### config.mk
export PLATFORM = sky130hd
export DESIGN_NAME = frame_rd_pointer
export DESIGN_NICKNAME = d
export VERILOG_FILES = /design/src/rtl/frame_rd_pointer_pkg.sv /design/src/rtl/frame_rd_pointer_ctrl.sv /design/src/rtl/frame_rd_pointer_dp.sv /design/src/rtl/frame_rd_pointer.sv
export SDC_FILE = /design/constraint.sdc
export NUM_CORES = 1
export LEC_CHECK = 0
export ABC_AREA = 1
export BUFFER_PORTS_ARGS = -buffer_cell sky130_fd_sc_hd__buf_2
export CAP_MARGIN = 20
export CORE_MARGIN = 1.5
export CORE_UTILIZATION = 59
export DETAILED_ROUTE_END_ITERATION = 6
export GPL_TIMING_DRIVEN = 0
export HOLD_SLACK_MARGIN = 0.08
export PLACE_DENSITY_LB_ADDON = 0.2
export SYNTH_ARGS = -nofsm -noshare
export SYNTH_HDL_FRONTEND = slang
export SYNTH_SLANG_ARGS = --single-unit
export TNS_END_PERCENT = 10
### constraint.sdc
create_clock -name clk -period 3.5 [get_ports clk]
set_input_delay 0.175 -clock clk [delete_from_list [all_inputs] [get_ports clk]]
set_output_delay 0.175 -clock clk [all_outputs]
set_load 0.1 [all_outputs]
### src/rtl/frame_rd_pointer_pkg.sv
package frame_rd_pointer_pkg;
  localparam int NumCh = 2;

  typedef struct packed {
    logic [NumCh-1:0] clr;
    logic [NumCh-1:0] load;
    logic [NumCh-1:0] inc;
  } ptrStrobes_t;
endpackage

### src/rtl/frame_rd_pointer_ctrl.sv
module frame_rd_pointer_ctrl
  import frame_rd_pointer_pkg::*;
(
  input  logic             clk,
  input  logic             rst,
  input  logic [NumCh-1:0] rdEnN,
  input  logic             clrN,
  input  logic             setN,
  input  logic             edgeSel,
  input  logic [1:0]       ovrEn,
  input  logic [1:0]       ovrMode,
  output ptrStrobes_t      strb
);
  logic             clrPrevQ;
  logic             setPrevQ;
  logic [NumCh-1:0] enPrevQ;
  logic             clrEdgeMode;
  logic             setEdgeMode;
  logic             clrFire;
  logic             setFire;

  always_ff @(posedge clk) begin
    if (rst) begin
      clrPrevQ <= 1'b1;
      setPrevQ <= 1'b1;
      enPrevQ  <= '1;
    end else begin
      clrPrevQ <= clrN;
      setPrevQ <= setN;
      enPrevQ  <= rdEnN;
    end
  end

  // Mode selection: clear defaults to level, set follows edgeSel
  always_comb begin
    clrEdgeMode = ovrEn[0] & ovrMode[0];
    setEdgeMode = ovrEn[1] ? ovrMode[1] : edgeSel;
    clrFire     = clrEdgeMode ? (clrPrevQ & ~clrN) : ~clrN;
    setFire     = setEdgeMode ? (setPrevQ & ~setN) : ~setN;
  end

  // Per-channel strobes with priority clear > set > increment
  for (genvar c = 0; c < NumCh; c++) begin : g_ch
    always_comb begin
      strb.clr[c]  = clrFire & ~enPrevQ[c];
      strb.load[c] = ~strb.clr[c] & setFire & ~rdEnN[c];
      strb.inc[c]  = ~strb.clr[c] & ~strb.load[c] & ~rdEnN[c];
    end
  end
endmodule

### src/rtl/frame_rd_pointer_dp.sv
module frame_rd_pointer_dp
  import frame_rd_pointer_pkg::*;
#(
  parameter int AddrW = 24
) (
  input  logic                        clk,
  input  logic                        rst,
  input  ptrStrobes_t                 strb,
  input  logic [AddrW-1:0]            loadAddr,
  output logic [NumCh-1:0][AddrW-1:0] ptr
);
  for (genvar c = 0; c < NumCh; c++) begin : g_ptr
    logic [AddrW-1:0] ptrQ;

    always_ff @(posedge clk) begin
      if (rst)               ptrQ <= '0;
      else if (strb.clr[c])  ptrQ <= '0;
      else if (strb.load[c]) ptrQ <= loadAddr;
      else if (strb.inc[c])  ptrQ <= ptrQ + AddrW'(1);
    end

    assign ptr[c] = ptrQ;
  end
endmodule

### src/rtl/frame_rd_pointer.sv
module frame_rd_pointer
  import frame_rd_pointer_pkg::*;
#(
  parameter int AddrW = 24
) (
  input  logic             clk,
  input  logic             rst,
  input  logic [1:0]       rdEnN,
  input  logic             clrN,
  input  logic             setN,
  input  logic [AddrW-1:0] loadAddr,
  input  logic             edgeSel,
  input  logic [1:0]       ovrEn,
  input  logic [1:0]       ovrMode,
  output logic [AddrW-1:0] rdAddr0,
  output logic [AddrW-1:0] rdAddr1
);
  ptrStrobes_t                 strb;
  logic [NumCh-1:0][AddrW-1:0] ptr;

  frame_rd_pointer_ctrl i_ctrl (
    .clk(clk), .rst(rst), .rdEnN(rdEnN), .clrN(clrN), .setN(setN),
    .edgeSel(edgeSel), .ovrEn(ovrEn), .ovrMode(ovrMode), .strb(strb)
  );

  frame_rd_pointer_dp #(.AddrW(AddrW)) i_dp (
    .clk(clk), .rst(rst), .strb(strb), .loadAddr(loadAddr), .ptr(ptr)
  );

  assign rdAddr0 = ptr[0];
  assign rdAddr1 = ptr[1];
endmodule

## After elaboration in Yosys (flattened, before gate mapping)

Cells that the tools add are included.

| operators by class | value |
|---|---|
| add/sub/neg operators | 2 |
| muxes and demuxes | 7 |
| bitwise operators | 23 |
| reduce and logical (&&, ||, !) cells | 4 |

Operators with widths:

| kind | number |
|---|---|
| 24-bit 2-to-1 mux | 4 |
| 24-bit by 1-bit adder with 24-bit output, second input constant | 2 |
| 1-bit bitwise AND | 13 |
| 1-bit NOT | 10 |
| 2-bit nonzero test | 2 |
| 2-bit OR reduction | 2 |
| 1-bit 2-to-1 mux | 3 |

| word-level totals | value |
|---|---|
| bits in registers | 52 |
| input port bits | 35 |
| output and inout bits | 48 |
| word-level logic and storage cells | 41 |

## Logic depth before layout (Yosys ltp)

Gate-level depths: netlist of the first run.

| logic depth | value |
|---|---|
| depth in word-level cells | 12 |
| gate-level depth with buffers | 11 |
| depth with buffers taken out | 10 |

## Modules after synthesis

From an unflattened synthesis of the first run, not the netlist that was laid out.

| second synthesis, totals | value |
|---|---|
| cells, all modules | 525 |
| area total of the unflattened synthesis | 3364.5 µm² |

By module, submodules not included:

| module | area an instance (µm²) | times used | sequential area each (µm²) | cells an instance |
|---|---|---|---|---|
| frame_rd_pointer_dp | 3133.0 | 1 | 960.9 | 486 |
| frame_rd_pointer_ctrl | 231.5 | 1 | 80.1 | 39 |

## Least setup slack after synthesis of the first run

No wires, ideal clock.

| timing path | value |
|---|---|
| kind | reg-to-reg |
| start point | register i_dp.g_ptr[0].ptrQ[1] |
| end point | register i_dp.g_ptr[0].ptrQ[22] |
| cell stages (with the launch flop) | 11 |
| buffers on the path | 0 |
| arrival | 2.078 ns |
| required time | 3.365 ns |
| period minus slack after synthesis | 2.213 ns |
| slack | 1.287 ns |
| library setup time | 0.135 ns |
| cell sequence | dfxtp_1 -> ha_1 -> nand2_2 -> nor2_4 -> nand2_2 -> nor2_1 -> nand2_1 -> nand2_1 -> nand3_1 -> nand2_1 -> a21oi_2 |

| between the ends | value |
|---|---|
| word-level cells in the longest chain between the ends | 3 |

RTL lines:

| element | RTL line | text |
|---|---|---|
| start, declared | frame_rd_pointer_dp.sv:13 | `logic [AddrW-1:0] ptrQ;` |
| start signal, assigned | frame_rd_pointer_dp.sv:18 | `else if (strb.load[c]) ptrQ <= loadAddr;` |
| start signal, assigned | frame_rd_pointer_dp.sv:19 | `else if (strb.inc[c]) ptrQ <= ptrQ + AddrW'(1);` |
| 24-bit by 1-bit adder with 24-bit output | frame_rd_pointer_dp.sv:19 |  |
| 24-bit 2-to-1 mux | frame_rd_pointer_dp.sv:19 |  |
| 24-bit 2-to-1 mux | frame_rd_pointer_dp.sv:18 |  |

Every way passes these cells. The select of a mux whose other input is x is not followed.
A chain may end at the register's enable or synchronous reset.

## Final worst setup path of the first run

| timing path | value |
|---|---|
| start point | input clrN |
| end point | register i_dp.g_ptr[0].ptrQ[12] |

| between the ends | value |
|---|---|
| word-level cells in the longest chain between the ends | 11 |
| elaborated cells between the ends (all ways) | 13 |
| those cells by class | mux: 2; bitwise: 9; reduce/logical: 2 |

RTL lines:

| element | RTL line | text |
|---|---|---|
| start, declared | frame_rd_pointer.sv:9 | `input logic clrN,` |
| 1-bit NOT (*) | frame_rd_pointer_ctrl.sv:38 | `clrFire = clrEdgeMode ? (clrPrevQ & ~clrN) : ~clrN;` |
| 1-bit bitwise AND | frame_rd_pointer_ctrl.sv:38 |  |
| 1-bit 2-to-1 mux (*) | frame_rd_pointer_ctrl.sv:38 |  |
| 1-bit bitwise AND (*) | frame_rd_pointer_ctrl.sv:45 | `strb.clr[c] = clrFire & ~enPrevQ[c];` |
| 1-bit NOT | frame_rd_pointer_ctrl.sv:46, frame_rd_pointer_ctrl.sv:47 |  |
| 1-bit bitwise AND (2 in series) | frame_rd_pointer_ctrl.sv:46 | `strb.load[c] = ~strb.clr[c] & setFire & ~rdEnN[c];` |
| 1-bit NOT | frame_rd_pointer_ctrl.sv:47 | `strb.inc[c] = ~strb.clr[c] & ~strb.load[c] & ~rdEnN[c];` |
| 1-bit bitwise AND (2 in series) | frame_rd_pointer_ctrl.sv:47 |  |
| 2-bit nonzero test (no source line) | n/a |  |

Every way passes the cells marked *; elsewhere a longest branch is shown, timed or not.

==> flow_metrics.py, run 1 <==
metrics = {
    "run_status": {
        "status": "complete, no violations",
    },
    "route": {
        "drt_iter0_drc": 321,
        "post_drt_via_cell_ratio": 5.55,
        "vias": 4300,
        "firstDrtPassIters": 5,
        "antenna_left": 0,
        "route.detailed.drc": 0,
        "wl_um": 11000,
        "wire_per_inst_um": 14.2,
    },
    "grt": {
        "grt_max_degree": 16,
        "grt_pass1_vias": 4046,
        "grt_pass1_wl_um": 18300,
        "grt_usage_pct": 32.0,
        "antenna_found_initial": 0,
        "grt_overflow": 0,
    },
    "synthesis": {
        "synth_area_per_cell_um2": 6.18,
        "synth_top_area_cell": "dfxtp_1",
        "yosys-top-cells-area": "dfxtp_1 28%, nand2_1 19%, nand3_1 6.7%",
        "synth_cells": 608,
        "yosysWarnings": 0,
        "synth_top_area_share_pct": 27.7,
        "syn_nets": 645,
        "synth-seq-cells": 52,
        "synth.distinct_cells": 37,
        "ys_seq_area_share_pct": 27.7,
        "netlist_area_um2": 3760,
    },
    "critical_path": {
        "cp-start-kind": "primary input",
        "r2r_slack_ns": 1.83,
        "cp.arrival_ns": 1.89,
        "crit_type": "primary input to flop",
        "rr_endpoint": "i_dp.g_ptr[0].ptrQ[22]",
        "crit_required_ns": 3.68,
        "rr_worst_depth": 10,
        "path_max_fanout": 10,
        "end_kind": "flop",
        "regToRegStartpoint": "i_dp.g_ptr[0].ptrQ[1]",
    },
    "clock_network": {
        "clk_latency_ns": 0.31,
        "root_buffer": "clkbuf_8",
        "cts_resized": 0,
        "cts_tree": "done",
        "htreeDepth": 2,
        "cts_buffers": 5,
        "clkSlewWorstSetupHoldPaths_ns": 0.10,
        "cts.sinks": 52,
        "cts_max_path_buffers": 2,
    },
    "timing": {
        "tightest_slew_ns": 0.588,
        "rsz0062_at_grt": "no",
        "fin_worst_skew_ns": 0.00914,
        "setup_viol": 0,
        "final_max_slew_viol_count": 0,
        "slew_headroom_pct": 60.8,
        "min_period_ns": 1.71,
        "finalHoldViolCount": 0,
        "min_period_over_period_pct": 48.9,
        "fmax_ghz": 0.584,
        "tns_ns": 0,
    },
    "min_path": {
        "worstHoldStart": "rst",
        "whs_endpoint": "i_ctrl.clrPrevQ",
        "hold_path_depth": 3,
        "holdCritPathClass": "primary input to flop",
    },
    "power_and_ir_drop": {
        "ir_drop_mv": 0.230,
        "power.leakage_nw": 2.01,
        "power.density_nw_per_um2": 353,
    },
    "placement": {
        "gp_congestion": 0.945,
        "hpwl_um": 8420,
        "portBuffers": 82,
        "place_area_um2": 4260,
    },
    "flow_run": {
        "cap_violations": 0,
    },
    "finish": {
        "fin_area_um2": 4380,
        "layout_common_cells": "192 x nand2_1, 93 x buf_2, 64 x nor2_1",
        "syn_to_final_growth_pct": 16.4,
        "final_nets": 736,
        "diodes": 0,
        "final_common_cell": "nand2_1",
        "n_fill_cell": 553,
        "drive_gt1_share_pct": 24.6,
    },
    "floorplan": {
        "start_util_pct": 62.4,
        "die_w_um": 82.8,
        "coreArea_um2": 6030,
        "pin_count": 83,
        "die_h_um": 82.8,
        "row_count": 28,
        "die-area_um2": 6860,
    },
}
-- layer usage --
metal	vias up	global-route usage (%)	share of wire, %
met5	-	0	0
met4	0	8.64	2.7
met3	33	3.78	8.0
met2	209	56.6	48
met1	1930	41.2	42
li1	2128	-	-
-- logic make-up after synthesis --
kind of cell / Yosys count / synth area share [%]
adders and majority gates: 2 / 0.666
buffers and inverters: 84 / 9.15
and+or+nand+nor: 374 / 46.5
AOI/OAI and AO/OA: 90 / 14.6
DFF: 52 / 27.7
xor gates and xnor gates: 6 / 1.40
-- worst max-delay path, stage by stage --
cell	delay, ns
dlygate4sd3_1	0.53
buf_2	0.12
inv_1	0.08
nand3b_1	0.12
nand2_1	0.16
clkbuf_1	0.43
nor2_1	0.14
nand2_1	0.09
a21oi_1	0.05
-- worst max-delay path by stage --
stage	startpoint	to	slack [ns]	depth (start not counted)
after CTS	clrN	i_dp.g_ptr[0].ptrQ[17]	1.82	7
after global routing	i_dp.g_ptr[0].ptrQ[1]	i_dp.g_ptr[0].ptrQ[22]	1.63	10
final	clrN	i_dp.g_ptr[0].ptrQ[12]	1.79	9
after detailed placement	i_dp.g_ptr[0].ptrQ[1]	i_dp.g_ptr[0].ptrQ[22]	1.86	10
after global placement	i_dp.g_ptr[0].ptrQ[1]	i_dp.g_ptr[0].ptrQ[22]	1.90	10
after floorplan	i_dp.g_ptr[0].ptrQ[1]	i_dp.g_ptr[0].ptrQ[22]	1.29	10
-- flip-flops by register name, indices dropped and copies added (netlist names) --
name / flops
i_ctrl.setPrevQ: 1
i_dp.g_ptr.ptrQ: 48
i_ctrl.enPrevQ: 2
i_ctrl.clrPrevQ: 1
-- cell usage after synthesis, drive strengths merged --
cell	count
dfxtp	52
clkbuf	3
o211ai	11
nand4	2
o22ai	1
and2	1
xnor2	3
o31ai	2
ha	2
or2	8
nand3	57
nand3b	7
buf	14
nand2	209
o21ai	19
a21oi	53
o21bai	3
nor2	86
xor2	3
a211oi	1
inv	67
nor3	4
-- stage by stage --
stage,setup WS [ns],total power [W],hold slack [ns],std cells,utilization [%]
3_5_place_dp,1.86,0.00118,0.374,765,70.7
3_3_place_gp,1.90,0.00117,0.363,765,70.7
5_1_grt,1.63,0.00161,0.160,775,72.6
2_1_floorplan,1.29,0.00107,0.271,608,-
4_1_cts,1.82,0.00154,0.135,775,72.6
6_report,1.79,0.00155,0.135,775,72.6
-- cell type report --
cell class | instances | area [µm²] | share of cell area [%]
multi-input combinational | 472 | 2370 | 54.2
sequential | 52 | 1040 | 23.8
timing repair buffer | 84 | 430 | 9.83
inverter | 67 | 251 | 5.75
tap | 75 | 93.8 | 2.14
buffer | 17 | 92.6 | 2.12
clock buffer | 7 | 86.3 | 1.97
clock inverter | 1 | 7.51 | 0.172
-- where the power goes --
part / switching, W / total (W) / internal [W]
combinational: 0.000394 / 0.000504 / 0.000110
clock: 0.000209 / 0.000370 / 0.000161
sequential: 0.0000461 / 0.000672 / 0.000626
total: 0.000649 / 0.00155 / 0.000897
-- repair_timing --
| action | CTS | global route |
|---|---|---|
| setup buffers | 0 | 0 |
| hold buffers | 2 | 0 |
| endpoints found under the hold margin | 2 | 0 |
(Power assumes the default switching activity.)
==> run 2: changes to the inputs <==
--- a/config.mk
+++ b/config.mk
@@ -5,11 +5,11 @@
 export SDC_FILE = /design/constraint.sdc
 export NUM_CORES = 1
 export LEC_CHECK = 0
-export ABC_AREA = 1
+export ABC_AREA = 0
 export BUFFER_PORTS_ARGS = -buffer_cell sky130_fd_sc_hd__buf_2
 export CAP_MARGIN = 20
 export CORE_MARGIN = 1.5
-export CORE_UTILIZATION = 59
+export CORE_UTILIZATION = 53
 export DETAILED_ROUTE_END_ITERATION = 6
 export GPL_TIMING_DRIVEN = 0
 export HOLD_SLACK_MARGIN = 0.08
==> constraint.sdc (replaced) <==
create_clock -name clk -period 1.7 [get_ports clk]
set_input_delay 0.085 -clock clk [delete_from_list [all_inputs] [get_ports clk]]
set_output_delay 0.085 -clock clk [all_outputs]
set_load 0.1 [all_outputs]
==> run 2 against run 1 <==
The run now ends with negative setup slack left. Wire length up 9.3%. Clock skew up 0.0022 ns. Worst hold slack worse by 0.034 ns. Via count down 1.1%. Synthesized area down 18%. Synthesized cell count down 32%. Worst setup slack worse by 1.9 ns. Final cell count down 20%. Critical path depth down 4. Critical endpoint is now i_dp.g_ptr[0].ptrQ[18].
==> flow_metrics.py, run 2 <==
metrics = {
    "route": {
        "wl_met2_um": 5600,
        "routed-wl-met3_um": 1390,
        "antenna_left": 0,
        "vias": 4254,
        "post_drt_via_cell_ratio": 6.86,
        "firstDrtPassIters": 5,
        "dr.max_layer_used": "met4",
        "wl_um": 12000,
        "wire_per_inst_um": 19.4,
        "wl_met1_um": 4480,
        "route.detailed.drc": 0,
        "drt_iter0_drc": 513,
    },
    "critical_path": {
        "path_max_fanout": 8,
        "rr_worst_depth": 5,
        "critPathLaunch": "i_dp.g_ptr[0].ptrQ[0]",
        "r2r_slack_ns": -0.12,
        "crit_type": "flop to flop",
        "end_kind": "flop",
        "crit_required_ns": 1.95,
        "rr_endpoint": "i_dp.g_ptr[0].ptrQ[18]",
        "cp-start-kind": "flop",
        "cp.arrival_ns": 2.07,
        "regToRegStartpoint": "i_dp.g_ptr[0].ptrQ[0]",
    },
    "synthesis": {
        "syn_nets": 453,
        "synth_top_area_share_pct": 33.9,
        "synth_area_per_cell_um2": 7.39,
        "synth_cells": 416,
        "synth_simple_gate_area_share_pct": 31.4,
        "synthXorXnorAreaFrac_pct": 0.855,
        "yosys-top-cells-area": "dfxtp_1 34%, a21oi_1 8.0%, nand2_1 6.0%",
        "synth_compound_area_share_pct": 27.6,
        "ys_seq_area_share_pct": 33.9,
        "synth_edf_count": 0,
        "synth_top_area_cell": "dfxtp_1",
        "synthAdderAreaFrac_pct": 0.814,
        "yosysWarnings": 0,
        "synth-seq-cells": 52,
        "netlist_area_um2": 3070,
        "synthMuxAreaShare_pct": 1.30,
        "yosys-top-cells-count": "52 x dfxtp_1, 49 x a21oi_1, 49 x nand2_1, 28 x o21ai_0, 25 x nand3_1",
        "synth.distinct_cells": 54,
        "synthArstFlopShare_pct": 0,
        "yosysMostFrequentCell": "dfxtp_1",
        "ys.flop_type": "dfxtp_1",
        "synth_top_family_by_area": "simple AND/OR/NAND/NOR gates",
    },
    "clock_network": {
        "cts_max_path_buffers": 2,
        "htreeDepth": 2,
        "root_buffer": "clkbuf_8",
        "clk_latency_ns": 0.32,
        "clkSlewWorstSetupHoldPaths_ns": 0.10,
        "cts_buffers": 5,
        "cts.sinks": 52,
        "cts_tree": "done",
    },
    "grt": {
        "grt_overflow": 0,
        "grt_max_degree": 17,
        "grt_pass1_vias": 3708,
        "grt_pass1_wl_um": 18000,
        "antenna_found_initial": 0,
        "grt_usage_pct": 37.0,
    },
    "finish": {
        "largest_register_ffs": 48,
        "syn_to_final_growth_pct": 42.8,
        "layout_common_cells": "85 x buf_2, 48 x nand2_1, 44 x a21oi_1",
        "diodes": 0,
        "top_register": "i_dp.g_ptr.ptrQ",
        "drive_gt1_share_pct": 40.5,
        "final_nets": 584,
        "final_common_cell": "buf_2",
        "largestRegisters": "i_dp.g_ptr.ptrQ (48), i_ctrl.enPrevQ (2)",
    },
    "min_path": {
        "worstHoldStart": "loadAddr[10]",
        "whs_endpoint": "i_dp.g_ptr[0].ptrQ[10]",
        "holdCritPathClass": "primary input to flop",
        "hold_path_depth": 3,
    },
    "timing": {
        "finalHoldViolCount": 0,
        "min_period_over_period_pct": 107,
        "tightest_slew_ns": 0.643,
        "slew_headroom_pct": 56.8,
        "min_period_ns": 1.82,
        "fin_worst_skew_ns": 0.0113,
        "worst_slack_ns": -0.121,
        "rsz0062_at_grt": "yes",
        "hold_slack_ns": 0.101,
        "fmax_ghz": 0.549,
        "setup_viol": 17,
        "tns_ns": -0.840,
        "final_max_slew_viol_count": 0,
    },
    "placement": {
        "hpwl_um": 7730,
        "place_ws_ns": -0.526,
        "portBuffers": 81,
        "gp_congestion": 0.904,
    },
    "run_status": {
        "violations": "negative setup slack",
        "status": "finished, violations left",
    },
    "power_and_ir_drop": {
        "power.leakage_nw": 1.77,
        "ir_drop_mv": 0.444,
        "power.density_nw_per_um2": 741,
    },
    "floorplan": {
        "die-area_um2": 6260,
        "die_h_um": 79.1,
        "coreArea_um2": 5540,
        "die_w_um": 79.1,
        "pin_count": 83,
        "row_count": 27,
        "start_util_pct": 55.5,
    },
    "flow_run": {
        "cap_violations": 0,
    },
}
run 2: cell count changes after synthesis, sizes merged, moves of 12 or more:
cell / before / now
nand3: 57 / 26
nand2: 209 / 49
or3: 0 / 14
and3: 0 / 14
o21ai: 19 / 32
a31oi: 0 / 12
nor2: 86 / 19
clkbuf: 3 / 23
nor3: 4 / 18
inv: 67 / 6
run 2: kinds of logic (layout without fill, tap and decap cells):
| kind of cell | after synthesis | after routing |
|---|---|---|
| compound gates | 138 | 138 |
| xor+xnor | 3 | 3 |
| fa+ha+maj | 2 | 2 |
| buf+inv | 32 | 164 |
| flops | 52 | 52 |
| mux | 4 | 4 |
| simple gates | 185 | 185 |
run 2: metal layers:
metal  vias up  track usage [%]
met1      1978             45.0
met3        74             7.70
met2       361             62.1
li1       1841                -
met5         -                0
met4         0             17.5
run 2: final cells by class:
cell class,count,area [µm²]
flip-flops and latches,52,1160
repair buffers,127,783
multi-input cells,332,2090
clock inverters,2,13.8
plain buffers,23,135
fillers,391,1150
clock buffers,6,82.6
well taps,72,90.1
inverters,6,22.5
run 2: repair_timing:
item	in CTS	in global routing
setup buffers	26	10
hold buffers	10	0
resized for setup	37	27
pin swaps	18	16
hold endpoints to repair	9	0
setup endpoints to repair	48	46
run 2: power breakdown:
group          internal, W  switching (W)
registers          0.00128       0.000101
logic             0.000260       0.000823
clock network     0.000332       0.000456
run 2: how the worst max path moves through the flow:
stage	end	slack, ns	cells after the start
3_5_place_dp	i_dp.g_ptr[1].ptrQ[21]	-0.53	7
5_1_grt	i_dp.g_ptr[1].ptrQ[21]	-0.25	5
4_1_cts	i_dp.g_ptr[1].ptrQ[21]	-0.12	5
2_1_floorplan	i_dp.g_ptr[1].ptrQ[21]	-0.43	7
3_3_place_gp	i_dp.g_ptr[1].ptrQ[18]	-0.42	7
6_report	i_dp.g_ptr[0].ptrQ[18]	-0.12	5
run 2: metrics by stage:
| step | cells | utilization [%] | instance area (µm²) | total power [W] |
|---|---|---|---|---|
| floorplan | 416 | - | 3270 | 0.00215 |
| global placement | 569 | 67.9 | 3760 | 0.00237 |
| detailed placement | 569 | 67.9 | 3760 | 0.00238 |
| CTS | 611 | 76.6 | 4240 | 0.00320 |
| global route | 620 | 79.2 | 4390 | 0.00335 |
| finish | 620 | 79.2 | 4390 | 0.00325 |
run 2: worst max-delay path: stages, from the launching register on:
cell and delay, ns:
dfxtp_4 0.40, ha_4 0.15, nand3_4 0.13, or3_4 0.37, or4_1 0.51, a31oi_1 0.18
==> run 3: changes to the inputs <==
--- a/config.mk
+++ b/config.mk
@@ -6,15 +6,16 @@
 export NUM_CORES = 1
 export LEC_CHECK = 0
 export ABC_AREA = 0
-export BUFFER_PORTS_ARGS = -buffer_cell sky130_fd_sc_hd__buf_2
 export CAP_MARGIN = 20
 export CORE_MARGIN = 1.5
-export CORE_UTILIZATION = 53
+export CORE_UTILIZATION = 63
 export DETAILED_ROUTE_END_ITERATION = 6
+export DONT_BUFFER_PORTS = 1
 export GPL_TIMING_DRIVEN = 0
 export HOLD_SLACK_MARGIN = 0.08
 export PLACE_DENSITY_LB_ADDON = 0.2
 export SYNTH_ARGS = -nofsm -noshare
 export SYNTH_HDL_FRONTEND = slang
+export SYNTH_HIERARCHICAL = 1
 export SYNTH_SLANG_ARGS = --single-unit
 export TNS_END_PERCENT = 10
==> run 3 against run 2 <==
Worst hold slack improved by 0.034 ns. Critical path depth rose by 4. Via count fell by 28%. Sequential power rose by 39%. The flow still finishes with violations (negative setup slack). Die area fell by 22%.
==> flow_metrics.py, run 3 <==
metrics = {
    "power_and_ir_drop": {
        "power_frac_seq_pct": 59.8,
        "p_sw_w": 0.00128,
        "power.density_nw_per_um2": 876,
        "ir_drop_mv": 0.649,
        "intPower_w": 0.00193,
        "switching_share_pct": 39.9,
        "finalPower_w": 0.00321,
        "power.leakage_nw": 1.30,
        "power.share.clock_pct": 27.3,
        "comb_power_share_pct": 12.9,
    },
    "clock_network": {
        "cts_buffers": 5,
        "cts_max_path_buffers": 2,
        "cts_tree": "done",
        "cts.sinks": 52,
        "clk_latency_ns": 0.32,
        "htreeDepth": 2,
        "root_buffer": "clkbuf_8",
        "clkSlewWorstSetupHoldPaths_ns": 0.10,
    },
    "timing": {
        "rsz0062_at_grt": "yes",
        "fin_worst_skew_ns": 0.00823,
        "min_period_ns": 2.39,
        "worst_slack_ns": -0.692,
        "setup_viol": 47,
        "finalHoldViolCount": 0,
        "slew_headroom_pct": 26.6,
        "tightest_slew_ns": 1.10,
        "min_period_over_period_pct": 141,
        "final_max_slew_viol_count": 0,
        "fmax_ghz": 0.418,
    },
    "route": {
        "route.detailed.drc": 0,
        "antenna_left": 0,
        "vias": 3069,
        "wl_um": 9390,
        "firstDrtPassIters": 5,
        "drt_iter0_drc": 369,
        "post_drt_via_cell_ratio": 6.93,
        "wire_per_inst_um": 21.2,
    },
    "floorplan": {
        "row_count": 24,
        "die-area_um2": 4880,
        "start_util_pct": 65.1,
        "die_h_um": 69.9,
        "coreArea_um2": 4320,
        "pin_count": 83,
        "die_w_um": 69.9,
    },
    "placement": {
        "portBuffers": 0,
        "gp_congestion": 0.873,
        "place_area_um2": 2950,
        "hpwl_um": 5500,
    },
    "grt": {
        "grt_pass1_wl_um": 14400,
        "grt_pass1_vias": 2855,
        "antenna_found_initial": 1,
        "grt_max_degree": 17,
        "grt_overflow": 0,
        "grt_usage_pct": 36.7,
    },
    "finish": {
        "drive_gt1_share_pct": 27.9,
        "top_register": "i_dp/g_ptr.ptrQ",
        "syn_to_final_growth_pct": 30.1,
        "final_nets": 426,
        "layout_common_cells": "29 x dlygate4sd3_1, 25 x nand2_1, 24 x o21ai_0, 24 x dfxtp_2",
        "final_common_cell": "dlygate4sd3_1",
        "largestRegisters": "i_dp/g_ptr.ptrQ (48), i_ctrl/enPrevQ (2)",
        "largest_register_ffs": 48,
        "fin_area_um2": 3660,
    },
    "critical_path": {
        "crit_required_ns": 1.92,
        "crit_type": "flop to flop",
        "cp.arrival_ns": 2.61,
        "cp-start-kind": "flop",
        "path_max_fanout": 7,
        "end_kind": "flop",
    },
    "synthesis": {
        "yosysMostFrequentCell": "dfxtp_1",
        "synthArstFlopShare_pct": 0,
        "synth.distinct_cells": 50,
        "yosys-top-cells-count": "52 x dfxtp_1, 27 x o21ai_0, 25 x nand2_1, 22 x nor2_1, 21 x a21oi_1",
        "syn_nets": 379,
        "yosysWarnings": 6,
        "synth-seq-cells": 52,
        "ys_seq_area_share_pct": 37.0,
        "synth_top_area_cell": "dfxtp_1",
        "yosys-top-cells-area": "dfxtp_1 37%, o21ai_0 4.8%, xnor2_1 4.0%",
        "netlist_area_um2": 2820,
        "ys.flop_type": "dfxtp_1",
        "synth_edf_count": 0,
        "synth_top_area_share_pct": 37.0,
        "synth_cells": 342,
        "synth_area_per_cell_um2": 8.24,
    },
    "run_status": {
        "violations": "negative setup slack",
        "status": "finished, violations left",
    },
    "flow_run": {
        "cap_violations": 0,
    },
    "min_path": {
        "holdCritPathClass": "primary input to flop",
    },
}
run 3: cell count changes after synthesis, moves of 10 or more:
| cell | previous run | this run |
|---|---|---|
| a21oi_1 | 49 | 21 |
| nand2_1 | 49 | 25 |
| nand3_1 | 25 | 13 |
| nor3_1 | 18 | 7 |
| xor2_1 | 0 | 11 |
| xnor2_1 | 3 | 13 |
run 3: per-stage QoR:
step / setup TNS [ns] / instances / util (%) / hold slack, ns / worst slack (ns)
after floorplan: -8.04 / 342 / - / 0.182 / -0.494
after global placement: -22.47 / 394 / 68.2 / 0.183 / -0.967
after detailed placement: -24.63 / 394 / 68.2 / 0.185 / -0.988
after CTS: -14.88 / 439 / 82.6 / 0.0860 / -0.676
after global routing: -19.50 / 443 / 84.7 / 0.148 / -0.790
final: -16.20 / 443 / 84.7 / 0.135 / -0.692
run 3: layout make-up:
class                   count  area [µm²]
multi-input cells         256        1760
flip-flops and latches     52        1120
fillers                   231         661
repair buffers             40         392
plain buffers              22         163
clock buffers               5        68.8
well taps                  52        65.1
inverters                  12        50.0
clock inverters             3        42.5
diodes                      1        2.50
run 3: critical path, cell delays in order (launching register included):
cell     delay (ns)
dfxtp_1        0.30
and3b_2        0.28
nor3_2         0.08
nor3_2         0.20
buf_4          0.16
nand3_2        0.14
or4_1          0.44
buf_2          0.17
o31a_1         0.23
o311a_1        0.28
run 3: cells by family (layout without fill, tap and decap cells):
group           after synthesis  in the layout  share of synthesized area (%)
compound gates               92             92                           21.2
xor+xnor                     24             24                           7.46
fa+ha+maj                     2              2                          0.888
buf+inv                      34             82                           4.89
flops                        52             52                           37.0
mux                           6              6                           2.18
other cells                   0              1                              0
simple gates                132            132                           26.4
run 3: power by group through the flow:
stage	combinational, W	sequential (W)	clock, W
2_1_floorplan	0.000219	0.00192	0
3_3_place_gp	0.000265	0.00194	0
3_5_place_dp	0.000275	0.00194	0
4_1_cts	0.000374	0.00191	0.000870
5_1_grt	0.000442	0.00193	0.000915
6_report	0.000414	0.00192	0.000875
run 3: path summary, 6_finish.rpt:
kind,startpoint,endpoint,slack (ns),depth (start not counted)
hold / removal,rst,i_dp/g_ptr[0].ptrQ[19],0.14,3
setup reg to reg,i_ctrl/clrPrevQ,i_dp/g_ptr[0].ptrQ[20],-0.69,9
setup / recovery,i_ctrl/clrPrevQ,i_dp/g_ptr[0].ptrQ[20],-0.69,9
hold reg to reg,i_dp/g_ptr[1].ptrQ[14],i_dp/g_ptr[1].ptrQ[14],0.68,2
run 3: timing repair:
item	in CTS	in global routing
hold endpoints to repair	51	0
hold buffers	29	0
gates resized for setup	52	30
setup endpoints to repair	48	48
setup buffers	8	3
pin swaps	19	9
run 3: per-layer routing:
layer | GRT usage [%] | routed length, µm | vias to the layer above
met5 | 0 | 0 | -
met4 | 13.0 | 409 | 0
met3 | 12.6 | 1000 | 43
met2 | 59.2 | 4250 | 229
met1 | 46.0 | 3720 | 1427
li1 | - | - | 1370
